File: src/rtl/pps_pkg.sv
package pps_pkg;
  localparam int NUM_RAILS = 3;
  localparam int DLY_W     = 3;
  localparam int LVL_W     = $clog2(NUM_RAILS + 1);

  typedef logic [LVL_W-1:0]     level_t;
  typedef logic [DLY_W-1:0]     dly_t;
  typedef logic [NUM_RAILS-1:0] rails_t;

  // one step from cur toward tgt, or stay if equal
  function automatic level_t step_toward(level_t cur, level_t tgt);
    if (cur < tgt)      return cur + level_t'(1);
    else if (cur > tgt) return cur - level_t'(1);
    else                return cur;
  endfunction

  // wait ends when nothing is left, or on the pulse that uses the last frame
  function automatic logic wait_done(dly_t remaining, logic pulse);
    return (remaining == '0) || (pulse && remaining == dly_t'(1));
  endfunction

  // target level for a request: every rail on, or none
  function automatic level_t target_level(logic req);
    return req ? level_t'(NUM_RAILS) : '0;
  endfunction
endpackage

File: src/rtl/pps_wait_timer.sv
module pps_wait_timer
  import pps_pkg::*;
(
  input  logic clk,
  input  logic rst_n,
  input  logic load,
  input  logic frame_start,
  input  dly_t delay_sel,
  output logic active,
  output logic expire
);
  dly_t remaining;

  assign expire = active && wait_done(remaining, frame_start);

  always_ff @(posedge clk or negedge rst_n) begin
    if (!rst_n) begin
      active    <= 1'b0;
      remaining <= '0;
    end else if (load) begin
      active    <= 1'b1;
      remaining <= delay_sel;
    end else if (expire) begin
      active    <= 1'b0;
    end else if (active && frame_start && remaining != '0) begin
      remaining <= remaining - dly_t'(1);
    end
  end
endmodule

File: src/rtl/pps_stage_ctrl.sv
module pps_stage_ctrl
  import pps_pkg::*;
(
  input  logic   clk,
  input  logic   rst_n,
  input  logic   pwr_req,
  input  logic   waiting,
  input  logic   expire,
  output logic   load,
  output level_t level,
  output logic   busy
);
  level_t target;
  level_t next_level;

  always_comb begin
    target     = target_level(pwr_req);
    next_level = expire ? step_toward(level, target) : level;
    load       = (!waiting && level != target) || (expire && next_level != target);
    busy       = (level != target);
  end

  always_ff @(posedge clk or negedge rst_n) begin
    if (!rst_n) level <= '0;
    else        level <= next_level;
  end
endmodule

File: src/rtl/pps_rail_decode.sv
module pps_rail_decode
  import pps_pkg::*;
(
  input  level_t level,
  output rails_t rails
);
  for (genvar i = 0; i < NUM_RAILS; i++) begin : g_rail
    assign rails[i] = (level > level_t'(i));
  end
endmodule

File: src/rtl/panel_pwr_seq.sv
module panel_pwr_seq
  import pps_pkg::*;
(
  input  logic       clk,
  input  logic       rst_n,
  input  logic       frame_start,
  input  logic [2:0] delay_sel,
  input  logic       pwr_req,
  output logic       en_logic,
  output logic       en_signal,
  output logic       en_backlight,
  output logic       busy
);
  logic   wait_start;
  logic   edge_fire;
  logic   waiting;
  level_t level;
  rails_t rails;

  pps_wait_timer u_timer (
    .clk         (clk),
    .rst_n       (rst_n),
    .load        (wait_start),
    .frame_start (frame_start),
    .delay_sel   (delay_sel),
    .active      (waiting),
    .expire      (edge_fire)
  );

  pps_stage_ctrl u_ctrl (
    .clk     (clk),
    .rst_n   (rst_n),
    .pwr_req (pwr_req),
    .waiting (waiting),
    .expire  (edge_fire),
    .load    (wait_start),
    .level   (level),
    .busy    (busy)
  );

  pps_rail_decode u_dec (
    .level (level),
    .rails (rails)
  );

  assign en_logic     = rails[0];
  assign en_signal    = rails[1];
  assign en_backlight = rails[2];
endmodule

File: config.mk
export PLATFORM = sky130hd
export DESIGN_NAME = panel_pwr_seq
export DESIGN_NICKNAME = d
export VERILOG_FILES = /design/src/rtl/pps_pkg.sv /design/src/rtl/pps_wait_timer.sv /design/src/rtl/pps_stage_ctrl.sv /design/src/rtl/pps_rail_decode.sv /design/src/rtl/panel_pwr_seq.sv
export SDC_FILE = /design/constraint.sdc
export NUM_CORES = 1
export LEC_CHECK = 0
export BUFFER_PORTS_ARGS = -buffer_cell sky130_fd_sc_hd__clkbuf_2
export CAP_MARGIN = 10
export CORE_AREA = 4 4 41 43
export CTS_BUF_LIST = sky130_fd_sc_hd__clkbuf_8
export DETAILED_ROUTE_END_ITERATION = 8
export DIE_AREA = 0 0 45 47
export MAX_ROUTING_LAYER = met4
export PLACE_DENSITY = 0.68
export SETUP_SLACK_MARGIN = 0.4
export SYNTH_ARGS = -nofsm -noshare
export SYNTH_HDL_FRONTEND = slang
export SYNTH_SLANG_ARGS = --single-unit
File: constraint.sdc
create_clock -name clk -period 5.51 [get_ports clk]
set_clock_uncertainty 0.1 [all_clocks]
set_input_delay 0.551 -clock clk [delete_from_list [all_inputs] [get_ports clk]]
set_output_delay 0.551 -clock clk [all_outputs]
set_load 0.03 [all_outputs]
---- Word level (Yosys, flattened, before mapping) ----
Cells that the tools add are included.
word-level totals
  register bits after elaboration ......... 6
  bits of input ports ..................... 7
  output and inout bits ................... 4
  word-level logic and storage cells ...... 38
operators by class
  muxes and demuxes ....................... 9
  reduce and logical (&&, ||, !) cells .... 14
  equal/unequal tests ..................... 4
  $add $sub $neg .......................... 3
  order comparisons ....................... 5
operator list
  kind                   count
  $mux W3                3
  $mux W2                4
  $logic_and A1 B1 Y1    6
  $gt A2 B1 Y1 const B   2
  $ne A2 B2 Y1           2
  $reduce_bool A2 Y1     2
  $eq A3 B1 Y1 const B   1
  $logic_not A3 Y1       1
  $reduce_bool A3 Y1     1
  $sub A3 B1 Y3 const B  1
  $add A2 B1 Y2 const B  1
  $gt A2 B2 Y1           1
  $gt A2 B2 Y1 const B   1
  $logic_or A1 B1 Y1     2
  $lt A2 B2 Y1           1
  $mux W1                2
  $ne A2 B2 Y1 const B   1
  $reduce_and A2 Y1      1
  $sub A2 B1 Y2 const B  1
  $logic_not A1 Y1       1

---- Logic depth before layout (Yosys ltp) ----
Gate-level depths: netlist (run 1).
  word-level depth ........................ 10
  mapped depth ............................ 7
  mapped depth without buffers ............ 7

---- Hierarchy ----
From an unflattened synthesis (run 1), not the netlist that was laid out.
unflattened totals
  cell total of the unflattened synthesis .. 51
  area total of the unflattened synthesis .. 490.5 µm²
modules (own cells, without submodules)
  module           times used  seq. area each (µm²)  cells an instance  area an instance (µm²)
  pps_wait_timer   1           100.1                 27                 271.5
  pps_stage_ctrl   1           50.0                  21                 201.4
  pps_rail_decode  1           0.0                   3                  17.5

---- Least setup slack after synthesis (run 1) ----
No wires, ideal clock.
  path kind ............................... in2reg
  start ................................... input port pwr_req
  end ..................................... register u_timer.remaining[0]
  required time ........................... 5.285 ns
  path buffers ............................ 0
  library setup time ...................... 0.125 ns
  data arrival time ....................... 2.286 ns
  cell stages on the path ................. 7
  setup slack ............................. 2.999 ns
  cells stage by stage .................... inv_1 -> ha_1 -> nand2_2 -> or3_1 -> a211o_1 -> a31oi_4 -> mux2_4
between the ends
  elaborated cells between the ends (all ways) .. 15
  classes of those cells .................. 2 x order compare; 3 x eq/ne; 5 x mux; 5 x reduce/logical
RTL lines
  what                                                                 line                  text
  from (decl)                                                          panel_pwr_seq.sv:8    input logic pwr_req,
  $mux W2 *                                                            pps_pkg.sv:24         return req ? level_t'(NUM_RAILS) : '0;
  $ne A2 B2 Y1 *                                                       n/a
  via busy                                                             panel_pwr_seq.sv:12   output logic busy
  $logic_and A1 B1 Y1 *                                                pps_stage_ctrl.sv:19  load = (!waiting && level != target) || (expire && next_level != target);
  $logic_or A1 B1 Y1 *                                                 pps_stage_ctrl.sv:19
  $ne A2 B2 Y1 (no source line) or $reduce_bool A2 Y1 (tied branches)  n/a
  $reduce_and A2 Y1 (no source line)                                   n/a
  to (signal assigned)                                                 pps_wait_timer.sv:22  remaining <= delay_sel;
  to (signal assigned)                                                 pps_wait_timer.sv:26  remaining <= remaining - dly_t'(1);
  to (decl)                                                            pps_wait_timer.sv:12  dly_t remaining;
The timed path passes the listed nets; every way through them passes the cells marked *.
A chain may end at the register's enable or synchronous reset.

---- Worst setup path after layout (run 1) ----
  start ................................... register u_ctrl.level[0]
  end ..................................... register u_timer.remaining[1]
between the ends
  cells in the longest elaborated chain, start to end .. 9
  elaborated cells between the ends (all ways) .. 16
  classes of those cells .................. 2 x add/sub; 2 x order compare; 3 x eq/ne; 4 x mux; 5 x reduce/logical
ends and longest elaborated chain
  what                                                                 line                  text
  from (decl)                                                          pps_stage_ctrl.sv:10  output level_t level,
  from (signal assigned)                                               pps_stage_ctrl.sv:25  else level <= next_level;
  $sub A2 B1 Y2 or $gt A2 B2 Y1 (tied branches)                        pps_pkg.sv:13         else if (cur > tgt) return cur - level_t'(1);
  $mux W2                                                              pps_pkg.sv:13
  $mux W2                                                              pps_pkg.sv:12         if (cur < tgt) return cur + level_t'(1);
  $mux W2                                                              pps_stage_ctrl.sv:18  next_level = expire ? step_toward(level, target) : level;
  $ne A2 B2 Y1                                                         pps_stage_ctrl.sv:19
  $logic_and A1 B1 Y1                                                  pps_stage_ctrl.sv:19
  $logic_or A1 B1 Y1 *                                                 pps_stage_ctrl.sv:19
  $ne A2 B2 Y1 (no source line) or $reduce_bool A2 Y1 (tied branches)  n/a
  $reduce_and A2 Y1 (no source line)                                   n/a
Every way passes the cells marked *; elsewhere a longest branch is shown, timed or not.

==> flow_summary.ini, run 1 <==
[outcome]
status = finished, final reports clean

[min_path]
hold_path_class = in2async

[detailed_routing]
drcViolationCount = 0
drt-initial-drc-count = 3
num_vias = 385
wl_per_cell_um = 11.53
postRouteAntennaNets = 0
drt_pass1_iterations = 2
wirelength_um = 911
vias_per_cell = 4.873

[finish]
area.growth.synth_to_final_pct = 22.11
layout-drive-gt1-share = 0.2813
final_nets = 81
layout_commonest_cell = clkbuf_2
final_area_sq_um = 608.1
final_cell_mix = clkbuf_2, ha_1, inv_1, dfrtp_1, o21ai_0
fillerInstances = 141
insertedDiodeCount = 0

[floorplanning]
start_util = 0.3827
die_x_um = 45
rows = 13
ios = 11
dieArea_sq_um = 2115
core_sq_um = 1301
die_y_um = 47

[timing]
fin_crit_ns = 2.460
clock.fmax_ghz = 0.4064
period_share = 0.4465
slew_violations = 0
rsz0062_at_grt = false
relSlewSlack = 0.6143
hold_violations = 0
setup_violations = 0
fin_setup_tns_ns = 0
worst_slew_pin_slew_ns = 0.5773

[synth]
ys_ff_latch = 6
synth_enable_flop_cells = 0
async_flop_share = 1.000
syn_area_sq_um = 498.0
ys_types = 22
yosysTopAreaCellShare = 0.3015
synth_top_family_by_area = adder cells
synth_area_leader_cell = dfrtp_1
synth.area.mux_share = 0.09045
synth_fa_ha_area_frac = 0.2010
yosys_warnings = 0
yosys.area_share.simple = 0.1407
synth_cells = 51
yosysSeqAreaShare = 0.3015
ys.flop_type = dfrtp_1
syn-num-nets = 66
synth_compound_area_frac = 0.1784
avgSynthCellArea_sq_um = 9.764
synth_area_leaders = dfrtp_1, ha_1, mux2_4
synth_xor_area_frac = 0.03518

[global_route]
gr-total-overflow = 0
grt_pass1_vias = 367
grt_pass1_wl_um = 1545
antenna_found_initial = 0
grt_max_degree = 7
track_usage = 0.1086

[worst_setup_path]
worstRegToRegCells = 7
cp.required_ns = 5.51
cp-end-kind = flop
r2r-end = u_timer.remaining[1]
r2r-start = u_ctrl.level[0]
rrSetupSlack_ns = 3.05
crit_type = reg2reg
cp_max_fo = 6
critPathLaunchType = flop
crit_arrival_ns = 2.46

[cts]
clock_latency_ns = 0.22
htreeDepth = 1
cts_tree = done
cts-root-buf = clkbuf_8
ctsHoldBuffers = 0
cts_sinks = 6
cts_buffer_depth = 2
postCtsResizedCells = 0
post_cts_buffers = 0
cts_buffers = 3
clk_pin_slew_ns = 0.04

[power_and_ir_drop]
p_leak_nw = 0.3078
p_per_area_nw_per_um2 = 678.0
peakVddDrop_mv = 0.2585

[placement]
dp_hpwl_um = 725.9
portBuffers = 10
place_area_sq_um = 566.8
place_congestion = 0.6980

[job]
drv_cap = 0
cells in the mapped netlist (all sizes together), types with 2 or more instances:
library cell,count
a21oi,2
ha,8
mux2,3
dfrtp,6
nand2,4
inv,7
nor2,2
o21ai,5
xnor2,2
power by group:
part           switching, W  internal, W  leakage (nW)
clock network     0.0000187    0.0000469        0.0216
logic              0.000140     0.000115         0.216
registers         0.0000241    0.0000681        0.0705
total              0.000183     0.000230         0.308
final cells by class:
| cell class | count | area, sq um | share of cell area |
|---|---|---|---|
| Multi-Input combinational cell | 38 | 321.6 | 0.5288 |
| Sequential cell | 6 | 150.1 | 0.2469 |
| Timing Repair Buffer | 10 | 50.05 | 0.08230 |
| Clock buffer | 3 | 41.29 | 0.06790 |
| Inverter | 7 | 26.28 | 0.04321 |
| Tap cell | 15 | 18.77 | 0.03086 |
cells by family after synthesis:
group | Yosys count
AOI/OAI and AO/OA | 12
xor gates and xnor gates | 2
adders and majority gates | 8
buffers and inverters | 7
DFF | 6
muxes | 3
and+or+nand+nor | 13
worst max-delay path by stage:
stage	from	end	slack, ns	cells past startpoint
CTS	u_ctrl.level[0]	u_timer.remaining[1]	3.03	7
floorplan	pwr_req	u_timer.remaining[0]	3.00	7
global placement	pwr_req	u_timer.remaining[1]	2.92	8
global route	u_ctrl.level[0]	u_timer.remaining[1]	2.93	7
finish	u_ctrl.level[0]	u_timer.remaining[1]	3.05	7
detailed placement	pwr_req	u_timer.remaining[1]	2.86	8
critical path: stages, from the launching register on:
cell,delay [ns]
dfrtp_1,0.44
inv_1,0.10
ha_1,0.32
nand2_2,0.08
or3_1,0.37
a211o_1,0.34
a31oi_4,0.28
mux2_4,0.33
registers in the layout, indices dropped and copies added (netlist names):
| name | flops |
|---|---|
| u_timer.active | 1 |
| u_ctrl.level | 2 |
| u_timer.remaining | 3 |
layer usage:
layer,part of all wire,up-vias,track usage,wire [um]
li1,-,205,-,-
met1,0.46,170,0.1212,417
met2,0.49,8,0.1723,444
met3,0.038,2,0.03831,35
met4,0.015,0,0.05263,14
met5,0,-,-,0
through the flow:
step | cells | util | setup slack [ns] | hold slack, ns | total power [W]
3_3_place_gp | 76 | 0.4356 | 2.920 | 0.2835 | 0.0003385
2_1_floorplan | 51 | - | 2.999 | 0.1554 | 0.0002959
4_1_cts | 79 | 0.4673 | 3.026 | 0.04735 | 0.0004175
6_report | 79 | 0.4673 | 3.050 | 0.04737 | 0.0004123
3_5_place_dp | 76 | 0.4356 | 2.862 | 0.2841 | 0.0003477
5_1_grt | 79 | 0.4673 | 2.934 | 0.05514 | 0.0004486
Note: power is estimated with default switching activity, not from simulation.
==> run 2, diff against run 1 <==
Clock period 5.51 ns to 2.31 ns, I/O delays scaled along.
==> run 2 against run 1 <==
Effect of this change:
- critical path depth is 1 lower
- clock power up 140%
- highest routed layer unchanged
- sequential power grew 130%
- combinational power increased to 3.0 times the previous value
- setup slack lost 3.0 ns
- wire length grew 13%
- sequential share of layout area fell by 2.8 points
- total power rose to 2.8 times the previous value
- non-clock buffer count grew 5
- largest cell class unchanged
- count of clock-buffer cells in the layout did not move
- core utilization up 6.1 points
==> flow_summary.ini, run 2 (synthesized netlist as in run 1, its figures left out) <==
[timing]
worst_hold_slack_ns = 0.1390
fin_crit_ns = 2.237
clock.fmax_ghz = 0.4470
rsz0062_at_grt = true
relSlewSlack = 0.7938
hold_violations = 0
slew_violations = 0
worst_slew_pin_slew_ns = 0.3079
worst_slack_ns = 0.07264
setup_violations = 0
fin_setup_tns_ns = 0
period_share = 0.9686

[detailed_routing]
postRouteAntennaNets = 0
num_vias = 437
wl_per_cell_um = 12.24
vias_per_cell = 5.202
drt-initial-drc-count = 4
wirelength_um = 1028
drcViolationCount = 0
drt_pass1_iterations = 4

[cts]
clk_pin_slew_ns = 0.03
cts-root-buf = clkbuf_8
postCtsResizedCells = 0
cts_buffers = 3
cts_tree = done
cts_buffer_depth = 2
htreeDepth = 1
cts_sinks = 6
clock_latency_ns = 0.22

[job]
drv_cap = 0

[worst_setup_path]
worstRegToRegCells = 6
r2r-start = u_ctrl.level[1]
cp_top_family = compound AO/OA/AOI/OAI gates
r2r-end = u_timer.remaining[1]
cp_cell_sequence = ha_4 -> or2b_1 -> a31o_1 -> a211o_1 -> a31oi_4 -> mux2_4
critPathLaunchType = flop
crit_type = reg2reg
cpMaxStageDelayCell = dfrtp_1
path_buf_inv = 0
max_stage_delay_ns = 0.41
cp-end-kind = flop
crit_arrival_ns = 2.24
cp-startpoint = u_ctrl.level[1]
rrSetupSlack_ns = 0.07
cp_max_fo = 4
cp.required_ns = 2.31

[global_route]
track_usage = 0.1366
grtUsageMet1 = 0.1399
grtUsageMet2 = 0.2203
grt_pass1_vias = 456
grt-busiest-layer = met2
grt_pass1_wl_um = 1945
grt_use_met3 = 0.06130
gr-total-overflow = 0
antenna_found_initial = 0
grt_max_degree = 7

[placement]
dp_hpwl_um = 851.3
place_congestion = 0.6757
portBuffers = 10
pre_cts_ws_ns = 0.02919

[power_and_ir_drop]
peakVddDrop_mv = 0.8527
p_leak_nw = 0.3323
seq_power_share = 0.189
p_per_area_nw_per_um2 = 1652
power_switching_share = 0.4289
clockPowerShare = 0.136
p_sw_w = 0.0004866
comb_power_share = 0.675
p_int_w = 0.0006479

[finish]
multi_input_area_sq_um = 360.3
largest_register_ffs = 3
final_util = 0.5279
top_register = u_timer.remaining
area.growth.synth_to_final_pct = 37.94
insertedDiodeCount = 0
layout_commonest_cell = clkbuf_2
final_cell_mix = clkbuf_2, inv_1, ha_1, dfrtp_1, o21ai_0
final_nets = 86
layout-drive-gt1-share = 0.3623
top_regs = u_timer.remaining: 3 flops, u_ctrl.level: 2 flops, u_timer.active: 1 flops
seqCellArea_sq_um = 150.1
fillerInstances = 135

[floorplanning]
die_x_um = 45
rows = 13
dieArea_sq_um = 2115
ios = 11
die_y_um = 47
start_util = 0.3827
core_sq_um = 1301

[min_path]
whs_endpoint = u_timer.remaining[2]
hp-start = delay_sel[2]
hold_path_class = in2reg
holdPathStages = 2

[outcome]
status = finished, final reports clean
==> run 2: cell types whose count changed in the layout (fill, tap and decap cells not counted), sizes merged <==
cell,previous run,this run
dlygate4sd3,0,1
buf,0,4
==> run 2: repair_timing <==
item / in CTS / in global routing
setup buffers: 0 / 1
endpoints found under the setup margin: 4 / 4
gates cloned: 0 / 0
hold endpoints to repair: 6 / 0
pin swaps: 2 / 0
hold buffers: 1 / 0
==> run 2: cell type report <==
cell class | count | share of cell area
Timing Repair Buffer | 15 | 0.1311
Tap cell | 15 | 0.02732
Inverter | 7 | 0.03825
Clock buffer | 3 | 0.06011
Sequential cell | 6 | 0.2186
Multi-Input combinational cell | 38 | 0.5246
==> run 2: power groups by stage <==
stage	clock network (W)	logic (W)	registers, W
final	0.000155	0.000766	0.000214
after CTS	0.000159	0.000752	0.000215
after floorplan	0	0.000563	0.000210
after global routing	0.000165	0.000847	0.000227
after global placement	0	0.000718	0.000210
after detailed placement	0	0.000742	0.000217
==> run 2: worst max-delay path by stage <==
stage	endpoint	slack, ns	depth (start not counted)
global route	u_timer.remaining[1]	-0.02	6
detailed placement	u_timer.remaining[1]	0.03	8
floorplan	u_timer.remaining[0]	0.09	7
global placement	u_timer.remaining[0]	0.05	8
CTS	u_timer.remaining[1]	0.05	6
finish	u_timer.remaining[1]	0.07	6
==> run 2: per-layer routing <==
layer / vias up / wire length [um]
li1: 216 / -
met1: 209 / 410
met2: 10 / 534
met3: 2 / 65
met4: 0 / 18
met5: - / 0
==> run 2: stage by stage <==
stage | power [W] | cell area [sq um] | cells
final | 0.001134 | 686.9 | 84
after global routing | 0.001239 | 686.9 | 84
after CTS | 0.001126 | 679.4 | 83
after detailed placement | 0.0009587 | 628.1 | 79
after global placement | 0.0009278 | 628.1 | 79
after floorplan | 0.0007736 | 536.8 | 51
==> run 3, diff against run 2 <==
Settings changed: MAX_ROUTING_LAYER met4 to not set.
==> run 3 against run 2 <==
Effect of this change:
- first-iteration DRC count is the same
- sequential power is essentially flat
- combinational power is essentially flat
- register-to-register slack is essentially flat
- die area is the same
- largest cell class unchanged
==> flow_summary.ini, run 3 (synthesized netlist as in run 1, its figures left out) <==
[finish]
final_area_sq_um = 686.9
insertedDiodeCount = 0
layout_commonest_cell = clkbuf_2
layout-drive-gt1-share = 0.3623
area.growth.synth_to_final_pct = 37.94
top_regs = u_timer.remaining: 3 flops, u_ctrl.level: 2 flops, u_timer.active: 1 flops
fillerInstances = 135
seqCellArea_sq_um = 150.1
top_register = u_timer.remaining
final_cell_mix = clkbuf_2, inv_1, ha_1, dfrtp_1, o21ai_0
largest_register_ffs = 3
final_nets = 86
multi_input_area_sq_um = 360.3

[placement]
portBuffers = 10
place_area_sq_um = 628.1
dp_hpwl_um = 851.3
place_congestion = 0.6692

[global_route]
grt_max_degree = 7
antenna_found_initial = 0
gr-total-overflow = 0
grt_pass1_vias = 456
grt_pass1_wl_um = 1952
track_usage = 0.1323

[floorplanning]
dieArea_sq_um = 2115
rows = 13
start_util = 0.3827
ios = 11
die_y_um = 47
core_sq_um = 1301
die_x_um = 45

[cts]
cts_sinks = 6
clk_pin_slew_ns = 0.03
cts_buffer_depth = 2
clock_latency_ns = 0.22
cts_buffers = 3
cts-root-buf = clkbuf_8
htreeDepth = 1
cts_tree = done

[power_and_ir_drop]
power_switching_share = 0.4287
p_per_area_nw_per_um2 = 1651
p_sw_w = 0.0004862
peakVddDrop_mv = 0.8527
clockPowerShare = 0.136
seq_power_share = 0.189
comb_power_share = 0.675
p_leak_nw = 0.3323
p_int_w = 0.0006479

[timing]
worst_slew_pin_slew_ns = 0.3081
rsz0062_at_grt = true
relSlewSlack = 0.7937
fin_crit_ns = 2.237
period_share = 0.9686
worst_hold_slack_ns = 0.1395
slew_violations = 0
fin_setup_tns_ns = 0
hold_violations = 0
setup_violations = 0
clock.fmax_ghz = 0.4469

[worst_setup_path]
cp.required_ns = 2.31
critPathLaunchType = flop
cp_max_fo = 4
crit_arrival_ns = 2.24
crit_type = reg2reg
cp-end-kind = flop

[detailed_routing]
postRouteAntennaNets = 0
wirelength_um = 1027
vias_per_cell = 5.202
num_vias = 437
drt-initial-drc-count = 4
drt_pass1_iterations = 4
wl_per_cell_um = 12.23
drcViolationCount = 0

[min_path]
hold_path_class = in2reg

[outcome]
status = finished, final reports clean

[job]
drv_cap = 0
run 3: cell counts in the layout (fill, tap and decap cells not counted):
Identical to the previous run, type by type.
run 3: layer usage:
| layer | vias up | global-route usage | part of all wire |
|---|---|---|---|
| li1 | 216 | - | - |
| met1 | 209 | 0.1399 | 0.40 |
| met2 | 10 | 0.2203 | 0.52 |
| met3 | 2 | 0.06130 | 0.061 |
| met4 | 0 | 0.07018 | 0.019 |
| met5 | - | 0 | 0 |
run 3: what timing repair did:
item	in CTS	in global routing
hold buffers	1	0
endpoints found under the setup margin	4	4
hold endpoints to repair	6	0
pin swaps	2	0
setup buffers	0	1
gates resized for setup	0	0
run 3: cell type report:
cell class | instances | share of cell area
Inverter | 7 | 0.03825
Multi-Input combinational cell | 38 | 0.5246
Tap cell | 15 | 0.02732
Timing Repair Buffer | 15 | 0.1311
Clock buffer | 3 | 0.06011
Sequential cell | 6 | 0.2186
run 3: per-stage QoR:
stage          cells  power (W)  setup WS (ns)  utilization
6_report          84   0.001134        0.07256       0.5279
5_1_grt           84   0.001239       -0.01703       0.5279
4_1_cts           83   0.001126        0.05287       0.5221
3_5_place_dp      79  0.0009587        0.02919       0.4827
3_3_place_gp      79  0.0009278        0.05093       0.4827
2_1_floorplan     51  0.0007736        0.08689            -
run 3: worst max-delay path: stages, from the launching register on:
cell     delay (ns)
dfrtp_1        0.41
ha_4           0.33
or2b_1         0.23
a31o_1         0.23
a211o_1        0.26
a31oi_4        0.22
mux2_4         0.33
run 3: final timing paths:
path                                 start  cells after the start  slack, ns                    to
max in group asynchronous            rst_n                      2       1.69        u_timer.active
hold / removal                delay_sel[2]                      2       0.14  u_timer.remaining[2]
setup / recovery           u_ctrl.level[1]                      6       0.07  u_timer.remaining[1]
hold reg to reg            u_ctrl.level[0]                      2       0.52       u_ctrl.level[0]
setup reg to reg           u_ctrl.level[1]                      6       0.07  u_timer.remaining[1]
min in group asynchronous            rst_n                      2       0.27  u_timer.remaining[0]
run 3: power by group through the flow:
stage	sequential, W	combinational [W]	clock (W)
2_1_floorplan	0.000210	0.000563	0
3_3_place_gp	0.000210	0.000718	0
3_5_place_dp	0.000217	0.000742	0
4_1_cts	0.000215	0.000752	0.000159
5_1_grt	0.000227	0.000847	0.000165
6_report	0.000214	0.000766	0.000154
